==> src/rtl/irq_nest_ctrl.sv <==
module irq_nest_ctrl #(
  parameter int NSLOT    = 10,
  parameter int NSRC     = 4,
  parameter int NXSLOT   = 2,
  parameter int VW       = 8,
  parameter int VEC_BASE = 3,
  parameter int VEC_STEP = 8
) (
  input  logic                  clk,
  input  logic                  rst_n,
  input  logic                  glb_en,
  input  logic [NSLOT*NSRC-1:0] src_flag,
  input  logic [NSLOT*NSRC-1:0] src_en,
  input  logic [NSLOT-1:0]      lvl_sel,
  input  logic                  ret_strobe,
  output logic                  ack,
  output logic [VW-1:0]         vec_addr,
  output logic [1:0]            cur_lvl
);
  localparam int IW = $clog2(NSLOT);
  localparam logic [VW-1:0] VB    = VW'(VEC_BASE);
  localparam logic [VW-1:0] VS    = VW'(VEC_STEP);
  localparam logic [VW-1:0] VTOP  = VW'(VEC_BASE + (NSLOT-1)*VEC_STEP);
  localparam logic [VW-1:0] XLIM  = VW'(VEC_BASE + NXSLOT*VEC_STEP);
  localparam logic [1:0] LV_NONE = 2'd0, LV_LO = 2'd1, LV_MID = 2'd2, LV_TOP = 2'd3;

  logic [NSLOT-1:0] slot_req;
  logic [1:0]       slot_lvl [NSLOT];

  genvar g;
  generate
    for (g = 0; g < NSLOT; g++) begin : g_slot
      assign slot_req[g] = |(src_flag[g*NSRC +: NSRC] & src_en[g*NSRC +: NSRC]);
      if (g < NXSLOT) begin : g_top
        assign slot_lvl[g] = lvl_sel[g] ? LV_TOP : LV_LO;
      end else begin : g_mid
        assign slot_lvl[g] = lvl_sel[g] ? LV_MID : LV_LO;
      end
    end
  endgenerate

  logic [1:0]    best_lvl;
  logic [IW-1:0] best_idx;

  always_comb begin
    best_lvl = LV_NONE;
    best_idx = '0;
    for (int s = NSLOT-1; s >= 0; s--) begin
      if (slot_req[s] && slot_lvl[s] >= best_lvl) begin
        best_lvl = slot_lvl[s];
        best_idx = IW'(s);
      end
    end
  end

  logic [1:0] stk0, stk1;
  logic       popping, accept;
  logic [1:0] eff_lvl;

  assign popping  = ret_strobe && (cur_lvl != LV_NONE);
  assign eff_lvl  = popping ? stk0 : cur_lvl;
  assign accept   = glb_en && (best_lvl > eff_lvl);
  assign ack      = accept;
  assign vec_addr = accept ? VB + VS * VW'(best_idx) : '0;

  always_ff @(posedge clk or negedge rst_n) begin
    if (!rst_n) begin
      cur_lvl <= LV_NONE;
      stk0    <= LV_NONE;
      stk1    <= LV_NONE;
    end else if (accept) begin
      cur_lvl <= best_lvl;
      if (!popping) begin
        stk0 <= cur_lvl;
        stk1 <= stk0;
      end
    end else if (popping) begin
      cur_lvl <= stk0;
      stk0    <= stk1;
      stk1    <= LV_NONE;
    end
  end

  a_r5_strict_rise: assert property (@(posedge clk) disable iff (!rst_n)
    (ack && !ret_strobe) |=> cur_lvl > $past(cur_lvl));
  a_r10_masked: assert property (@(posedge clk) disable iff (!rst_n)
    !glb_en |-> !ack);
  a_r8_pop_lowers: assert property (@(posedge clk) disable iff (!rst_n)
    (ret_strobe && !ack && cur_lvl != LV_NONE) |=> cur_lvl < $past(cur_lvl));
  a_r3_vec_grid: assert property (@(posedge clk) disable iff (!rst_n)
    ack |-> (vec_addr >= VB) && (vec_addr <= VTOP) && (((vec_addr - VB) % VS) == '0));
  a_r4_top_only_low: assert property (@(posedge clk) disable iff (!rst_n)
    (ack && vec_addr >= XLIM) |=> cur_lvl != LV_TOP);
  a_r7_idle_vec: assert property (@(posedge clk) disable iff (!rst_n)
    !ack |-> vec_addr == '0);
  a_r8_idle_ret: assert property (@(posedge clk) disable iff (!rst_n)
    (cur_lvl == LV_NONE && !ack) |=> cur_lvl == LV_NONE);
endmodule

==> config.mk <==
export PLATFORM = sky130hd
export DESIGN_NAME = irq_nest_ctrl
export DESIGN_NICKNAME = d
export VERILOG_FILES = /design/src/rtl/irq_nest_ctrl.sv
export SDC_FILE = /design/constraint.sdc
export NUM_CORES = 1
export LEC_CHECK = 0
export ABC_AREA = 1
export CAP_MARGIN = 20
export CORE_ASPECT_RATIO = 1.75
export CORE_UTILIZATION = 35
export DETAILED_ROUTE_END_ITERATION = 7
export PLACE_DENSITY = 0.8
export SKIP_CTS_REPAIR_TIMING = 1
export SLEW_MARGIN = 10
export SYNTH_ARGS = -nofsm -noshare
export SYNTH_HDL_FRONTEND = slang
export SYNTH_SLANG_ARGS = --single-unit
==> constraint.sdc <==
create_clock -name clk -period 35.4 [get_ports clk]
set_clock_uncertainty 0.15 [all_clocks]
set_input_delay 7.08 -clock clk [delete_from_list [all_inputs] [get_ports clk]]
set_output_delay 7.08 -clock clk [all_outputs]
set_load 0.02 [all_outputs]
==> results.toml <==
[outcome]
status = "completed"

[die]
rows = 29
die-height_um = 84.08
dieArea_um2 = 4112
initial_utilization = 0.3677
core_um2 = 3665
die_width_um = 48.91
io_pins = 105

[drt]
drtIter0Drc = 25
antenna_left = 0
wl_um = 3689
vias = 1785
first_pass_iters = 4
vias_per_cell = 4.786
wl_per_cell_um = 9.890
drc = 0

[global_route]
grt_pass1_vias = 1745
grt_max_degree = 12
track_usage = 0.1886
antenna_found_initial = 0
grt_pass1_wl_um = 6375
overflow = 0

[logic_synthesis]
ys_types = 34
ys_ff_latch = 6
yosysWarnings = 0
synthCells = 225
ys_seq_area_frac = 0.1114
syn_area_per_cell_um2 = 5.989
syn_area_um2 = 1348

[layout]
layout-drive-gt1-share = 0.1193
postLayoutCoreUtil = 0.6661
num-nets-final = 433
n_antenna_cell = 0
multiInputGateArea_um2 = 1051
fill_cells = 339
final_cell_mix = "102 x clkdlybuf4s50_1, 80 x nand2_1, 29 x inv_1"
final_common_cell = "clkdlybuf4s50_1"
seq_area_um2 = 150.1
syn_to_final_growth_pct = 81.15
design_area_um2 = 2441

[worst_hold_path]
min-delay-start = "stk1[1]$_DFFE_PN0P_"
holdCritPathClass = "reg -> reg"

[critical_path]
crit_start = "src_flag[39]"
cp_data_required_time_ps = 28170
worst_path_most_repeated_cell = "nand2_1"
path_max_fanout = 11
worst_ep_arrival_time_ps = 16080
worstSetupPathType = "in -> out"
worst_setup_path_start_kind = "input port"
r2r_start = "cur_lvl[1]$_DFF_PN0_"
cp_slowest_cell = "clkdlybuf4s50_1"
cp-end-kind = "primary output"
max_stage_delay_ps = 610

[placement]
gp_congestion = 0.7993
numPortBuffers = 102
hpwl_um = 3418
post_dp_cell_area_um2 = 2400

[sta]
fmax_ghz = 0.04290
fin_tns_setup_ps = 0
finalCriticalPeriod_ps = 23310
holdWs_ps = 354.6
finalHoldViolCount = 0
slew_headroom = 0.6501
rsz0062_at_grt = "false"
drv_slew = 0
fin_crit_sh = 0.6585
worstMarginPinSlew_ps = 521.3
finalSetupViolations = 0

[clock_tree]
htreeDepth = 1
cts_buffers = 3
cts.sinks = 6
clockBufferDepth = 2
clk_latency_ps = 220
cts_tree = "done"
cts_root_buffer = "clkbuf_8"
clkSlewWorstSetupHoldPaths_ps = 30

[power_and_ir_drop]
vdd_drop_max_mv = 0.02726
power_leakage_nw = 1.151
p_per_area_nw_per_um2 = 34.51
fin_total_pwr_mw = 0.08425

[run]
cap_violations = 0
## worst paths after layout
check	to	slack [ps]	cells after the start
max	vec_addr[6]	12090	64
min	stk1[1]$_DFFE_PN0P_	350	2
max reg2reg	cur_lvl[0]$_DFF_PN0_	32660	10
min reg2reg	stk1[1]$_DFFE_PN0P_	350	2
max in group asynchronous	cur_lvl[1]$_DFF_PN0_	27930	1
min in group asynchronous	stk1[1]$_DFFE_PN0P_	6960	1
## state kept, by name, summed over array words and instances, names as in the netlist
signal	count
cur_lvl	2
stk0	2
stk1	2
## cells in the mapped netlist
master	instances	area (um2)
and2_1	1	6.260
nor3_1	1	5.000
nand3_2	6	60.06
a21oi_1	6	30.03
o21ai_0	11	55.05
o21ai_4	1	16.27
o21ai_1	1	5.000
buf_4	4	30.03
o21ai_2	4	35.03
a21oi_2	1	8.760
nor2_2	2	12.51
nand2_1	80	300.3
a41oi_1	1	8.760
nand2_4	3	33.78
conb_1	1	3.750
nand4_2	1	12.51
nor2_4	3	33.78
a31oi_1	3	18.77
o21bai_2	1	11.26
inv_1	29	108.9
nand3_1	11	55.05
a21o_1	1	7.510
a221oi_1	2	17.52
nand4_1	5	31.28
o22ai_1	1	6.260
nor2_1	11	41.29
ha_1	10	125.1
mux2i_1	1	10.01
nand2_2	11	68.82
inv_2	2	7.510
a22o_1	2	17.52
dfrtp_1	6	150.1
nor3_2	1	10.01
clkinv_1	1	3.750
## stage by stage
| step | worst slack (ps) | cells |
|---|---|---|
| 3_3_place_gp | 12270 | 370 |
| 6_report | 12090 | 373 |
| 2_1_floorplan | 13520 | 226 |
| 3_5_place_dp | 12060 | 370 |
| 4_1_cts | 12040 | 373 |
| 5_1_grt | 11070 | 373 |
## report_power, final
group,internal [mW],total (mW),leakage (nW),switching (mW)
logic,0.0292,0.0628,1.06,0.0335
clock network,0.00726,0.00974,0.0216,0.00248
registers,0.0102,0.0117,0.0729,0.00152
## critical path: cells and delay by family
family | cells | cell delay [ps]
AO/OA/AOI/OAI | 10 | 1700
adder cells (fa/ha/maj) | 8 | 2050
buffers and inverters | 13 | 1790
AND/OR/NAND/NOR | 33 | 3450
## layout make-up
cell class                      instances  area share
Inverter                               32     0.04921
Clock buffer                            3     0.01691
Multi-Input combinational cell        184      0.4305
Timing Repair Buffer                  102      0.4182
Tap cell                               46     0.02358
Sequential cell                         6     0.06151
## per-layer routing
metal / track usage / routed length (um)
met5: 0 / 0
met4: 0.07219 / 49
met2: 0.4078 / 2331
met3: 0.01457 / 112
met1: 0.1656 / 1195
## cells by family (layout without fill, tap and decap cells)
kind of cell / Yosys count / in the layout / synth area share
AO/OA/AOI/OAI: 35 / 35 / 0.1764
adder cells (fa/ha/maj): 10 / 10 / 0.09285
buffers and inverters: 36 / 137 / 0.1114
flip-flops: 6 / 6 / 0.1114
multiplexers: 1 / 1 / 0.007428
other: 1 / 2 / 0.002783
AND/OR/NAND/NOR: 136 / 136 / 0.4977
Power figures use the tool's default switching activity.
